<file path="config.mk">
export PLATFORM = sky130hd
export DESIGN_NAME = ramp_seq
export DESIGN_NICKNAME = d
export VERILOG_FILES = /design/src/rtl/ramp_seq_pkg.sv /design/src/rtl/seq_fsm.sv /design/src/rtl/step_counter.sv /design/src/rtl/latch_gate.sv /design/src/rtl/ramp_seq.sv
export SDC_FILE = /design/constraint.sdc
export NUM_CORES = 1
export LEC_CHECK = 0
export ABC_AREA = 1
export BUFFER_PORTS_ARGS = -buffer_cell sky130_fd_sc_hd__buf_2
export CORE_MARGIN = 2
export CORE_UTILIZATION = 55
export CTS_CLUSTER_DIAMETER = 50
export DETAILED_ROUTE_END_ITERATION = 8
export GPL_ROUTABILITY_DRIVEN = 0
export PLACE_DENSITY_LB_ADDON = 0.05
export SKIP_LAST_GASP = 1
export SLEW_MARGIN = 20
export SYNTH_ARGS = -nofsm -noshare
export SYNTH_HDL_FRONTEND = slang
export SYNTH_HIERARCHICAL = 1
export SYNTH_SLANG_ARGS = --single-unit
</file>
<file path="constraint.sdc">
create_clock -name clk_i -period 4.2 [get_ports clk_i]
set_clock_uncertainty 0.1 [all_clocks]
set_input_delay 0.63 -clock clk_i [delete_from_list [all_inputs] [get_ports clk_i]]
set_output_delay 0.63 -clock clk_i [all_outputs]
set_load 0.01 [all_outputs]
</file>
<file path="src/rtl/ramp_seq_pkg.sv">
package ramp_seq_pkg;
  typedef enum logic [1:0] {
    ST_IDLE = 2'b00,
    ST_CONV = 2'b01,
    ST_PROC = 2'b10
  } seq_state_e;
endpackage

</file>
<file path="src/rtl/seq_fsm.sv">
module seq_fsm
  import ramp_seq_pkg::*;
#(
  parameter int CNT_W = 8,
  parameter int STEPS = 16
) (
  input  logic             clk_i,
  input  logic             rst_ni,
  input  logic             start_i,
  input  logic [CNT_W-1:0] cnt_i,
  output seq_state_e       state_o,
  output logic             enter_o
);
  localparam logic [CNT_W-1:0] RampTop  = '1;
  localparam logic [CNT_W-1:0] StepLast = CNT_W'(STEPS - 1);

  seq_state_e state_q, state_d;

  always_comb begin
    state_d = state_q;
    unique case (state_q)
      ST_IDLE: if (start_i)             state_d = ST_CONV;
      ST_CONV: if (cnt_i == RampTop)    state_d = ST_PROC;
      ST_PROC: if (cnt_i == StepLast)   state_d = ST_IDLE;
      default:                          state_d = ST_IDLE;
    endcase
  end

  always_ff @(posedge clk_i or negedge rst_ni) begin
    if (!rst_ni) state_q <= ST_IDLE;
    else         state_q <= state_d;
  end

  assign state_o = state_q;
  assign enter_o = (state_d != state_q);
endmodule

</file>
<file path="src/rtl/step_counter.sv">
module step_counter #(
  parameter int CNT_W = 8
) (
  input  logic             clk_i,
  input  logic             rst_ni,
  input  logic             clr_i,
  input  logic             en_i,
  output logic [CNT_W-1:0] cnt_o
);
  logic [CNT_W-1:0] cnt_q;

  always_ff @(posedge clk_i or negedge rst_ni) begin
    if (!rst_ni)    cnt_q <= '0;
    else if (clr_i) cnt_q <= '0;
    else if (en_i)  cnt_q <= cnt_q + 1'b1;
  end

  assign cnt_o = cnt_q;
endmodule

</file>
<file path="src/rtl/latch_gate.sv">
module latch_gate #(
  parameter int NUM_CH = 3
) (
  input  logic              clk_i,
  input  logic              rst_ni,
  input  logic              conv_i,
  input  logic              last_i,
  input  logic [NUM_CH-1:0] cmp_i,
  output logic [NUM_CH-1:0] strobe_o
);
  for (genvar g = 0; g < NUM_CH; g++) begin : g_ch
    logic fired_q;
    logic stb;

    // one strobe per sweep; last ramp value forces full scale
    assign stb = conv_i && !fired_q && (cmp_i[g] || last_i);

    always_ff @(posedge clk_i or negedge rst_ni) begin
      if (!rst_ni)      fired_q <= 1'b0;
      else if (!conv_i) fired_q <= 1'b0;
      else if (stb)     fired_q <= 1'b1;
    end

    assign strobe_o[g] = stb;
  end
endmodule

</file>
<file path="src/rtl/ramp_seq.sv">
module ramp_seq
  import ramp_seq_pkg::*;
#(
  parameter int CNT_W  = 8,
  parameter int NUM_CH = 3,
  parameter int STEPS  = 16
) (
  input  logic              clk_i,
  input  logic              rst_ni,
  input  logic              start_i,
  input  logic [NUM_CH-1:0] cmp_i,
  output logic              ep_o,
  output logic              proc_o,
  output logic              bus_oe_o,
  output logic [CNT_W-1:0]  cnt_o,
  output logic [NUM_CH-1:0] latch_en_o
);
  localparam logic [CNT_W-1:0] RampTop = '1;

  seq_state_e       state;
  logic             enter;
  logic [CNT_W-1:0] cnt;
  logic             conv;

  seq_fsm #(.CNT_W(CNT_W), .STEPS(STEPS)) u_fsm (
    .clk_i   (clk_i),
    .rst_ni  (rst_ni),
    .start_i (start_i),
    .cnt_i   (cnt),
    .state_o (state),
    .enter_o (enter)
  );

  step_counter #(.CNT_W(CNT_W)) u_cnt (
    .clk_i  (clk_i),
    .rst_ni (rst_ni),
    .clr_i  (enter),
    .en_i   (state != ST_IDLE),
    .cnt_o  (cnt)
  );

  assign conv = (state == ST_CONV);

  latch_gate #(.NUM_CH(NUM_CH)) u_gate (
    .clk_i    (clk_i),
    .rst_ni   (rst_ni),
    .conv_i   (conv),
    .last_i   (cnt == RampTop),
    .cmp_i    (cmp_i),
    .strobe_o (latch_en_o)
  );

  assign ep_o     = (state == ST_IDLE);
  assign proc_o   = (state == ST_PROC);
  assign bus_oe_o = (state == ST_IDLE);
  assign cnt_o    = cnt;
endmodule

</file>
==> impl_metrics.ini <==
[floorplanning]
core_area_um2 = 1520
die_w_um = 44.7
die_area_um2 = 2000
start_util = 0.598
die_h_um = 44.7
io_pins = 20
rows = 14

[detailed_routing]
drt_wl_total_um = 1870
post_drt_wl_per_cell_um = 11.0
first_pass_iters = 4
drcViolationCount = 0
via_count = 848
drtIter0Drc = 20
antenna_left = 0
vias_per_cell = 5.02

[clock_tree]
cts_tree = yes
hold_buffers = 0
numCtsBuffers = 3
clkTransAtPathRegs_ns = 0.08
cts_max_path_buffers = 2
cts_setup_buffers = 0
htree_levels = 1
cts_resized = 0
clock_latency_ns = 0.27
cts_sinks = 13
cts_root_buffer = clkbuf_4

[power]
p_leak_nw = 0.610
total_power_w = 0.000210
p_per_area_nw_per_um2 = 211
irDropWorstVdd_mv = 0.165

[timing]
min_period_ns = 2.39
rsz0062_at_grt = no
worst_pin_slew_ns = 0.434
maxSlewHeadroom = 0.710
finalSetupViolCount = 0
fin_setup_tns_ns = 0
post-route-period-util = 0.568
finalWorstSetupSlack_ns = 1.81
maxSlewViolCount = 0
hold_viol = 0
clock.fmax_ghz = 0.419

[critical_path]
reg2reg_setup_slack_ns = 2.35
cp.required_ns = 3.47
crit_chain = nand2_1 > inv_1 > nand2_1 > nor2_1 > nor2_1 > nor2_1 > buf_2
critPathMaxStageDelay_ns = 0.56
cp-end-kind = output pin
crit_path_start_kind = flop
crit_top_cell = nor2_1
path_max_fanout = 11
crit_type = flop to output pin
cp_slowest_cell = dfrtp_1
cp.arrival_ns = 1.66
reg2reg_from = u_cnt/cnt_o[2]
reg2reg_depth = 11
r2r_end = u_cnt/cnt_o[6]

[cells_and_area]
fillCellCount = 139
mostFrequentLayoutCell = nand2_1
drive_gt1_frac = 0.222
design_area_um2 = 996
antennaDiodeCount = 0
fin_nets = 161
area.growth.synth_to_final_pct = 9.34
layout_common_cells = nand2_1, inv_1, nor2_1

[place]
place_ws_ns = 2.13
dpl_cell_area_um2 = 970
hpwl_um = 1330
port_buffers = 19

[synthesis]
synth_area_um2 = 911
synth_nets = 144
syn_inst = 137
synth_cell_type_count = 19
ys_seq_elements = 13
synth.avg_cell_area_um2 = 6.65
ys_seq_area_frac = 0.357
yosys_warnings = 6

[global_route]
grt.overflow.total = 0
grt_pass1_vias = 725
antenna_found_initial = 0
grt_max_degree = 14
grt_usage = 0.206
grt_pass1_wl_um = 3050

[hold_path]
hold_class = input port to async pin

[outcome]
status = finished clean

[job]
max-cap-violations = 0
## metal layers
metal	GRT usage	vias up	routed length, um
li1	-	443	-
met4	0.0727	0	9
met5	0	-	0
met3	0.0240	2	87
met1	0.267	381	887
met2	0.354	22	883
## through the flow
stage	hold WS, ns	util	cells
final	0.122	0.654	169
after global routing	0.153	0.654	169
after CTS	0.137	0.654	169
after detailed placement	0.365	0.636	165
after global placement	0.363	0.636	165
after floorplan	0.234	-	137
## how the worst max path moves through the flow
stage / startpoint / endpoint / slack [ns] / cells after the start
after global placement: u_cnt/cnt_o[2] / latch_en_o[0] / 2.20 / 7
final: u_cnt/cnt_o[2] / latch_en_o[0] / 1.81 / 7
after global routing: u_cnt/cnt_o[2] / latch_en_o[2] / 1.66 / 7
after detailed placement: u_cnt/cnt_o[2] / latch_en_o[0] / 2.13 / 7
after floorplan: u_cnt/cnt_o[4] / latch_en_o[0] / 2.32 / 7
after CTS: u_cnt/cnt_o[2] / latch_en_o[0] / 1.81 / 7
## kinds of logic after synthesis
group	share of synthesized area
buffers and inverters	0.169
and+or+nand+nor	0.391
AOI/OAI and AO/OA	0.0687
DFF	0.357
adders and majority gates	0.0137
## layout make-up
type / count / area [um2] / area share
inverters: 26 / 97.6 / 0.0980
multi-input cells: 91 / 432 / 0.433
clock buffers: 4 / 26.3 / 0.0264
flip-flops and latches: 13 / 325 / 0.327
well taps: 16 / 20.0 / 0.0201
repair buffers: 19 / 95.1 / 0.0955
## Yosys cell counts
library cell	instances	share of area
nor2_4	1	0.012
o31ai_1	1	0.0082
ha_1	1	0.014
nand2_1	37	0.15
nand2_2	2	0.014
nand3_2	3	0.033
nor2_2	5	0.034
buf_6	1	0.012
nand3b_1	1	0.0082
nor2_1	20	0.082
o21ai_0	6	0.033
o21ai_1	2	0.011
a21oi_1	3	0.016
nand4_1	4	0.027
dfrtp_1	13	0.36
buf_4	6	0.049
inv_2	1	0.0041
inv_1	25	0.10
nand3_1	5	0.027
## state kept, by name, summed over array words and instances (netlist names)
register and flops:
u_gate/g_ch.fired_q 3, u_cnt/cnt_o 8, u_fsm/state_o 2
## report_power, final
group	internal [W]	switching [W]
Sequential	0.000125	0
Clock	0.0000368	0.0000422
Combinational	0.00000229	0.00000412
Total	0.000164	0.0000463
## worst max-delay path: cells and delay by family (launching register included)
family	cells	cell delay [ns]
and+or+nand+nor	5	0.63
DFF	1	0.56
buffers and inverters	2	0.19
No activity file was read; power rests on OpenSTA's default activity.
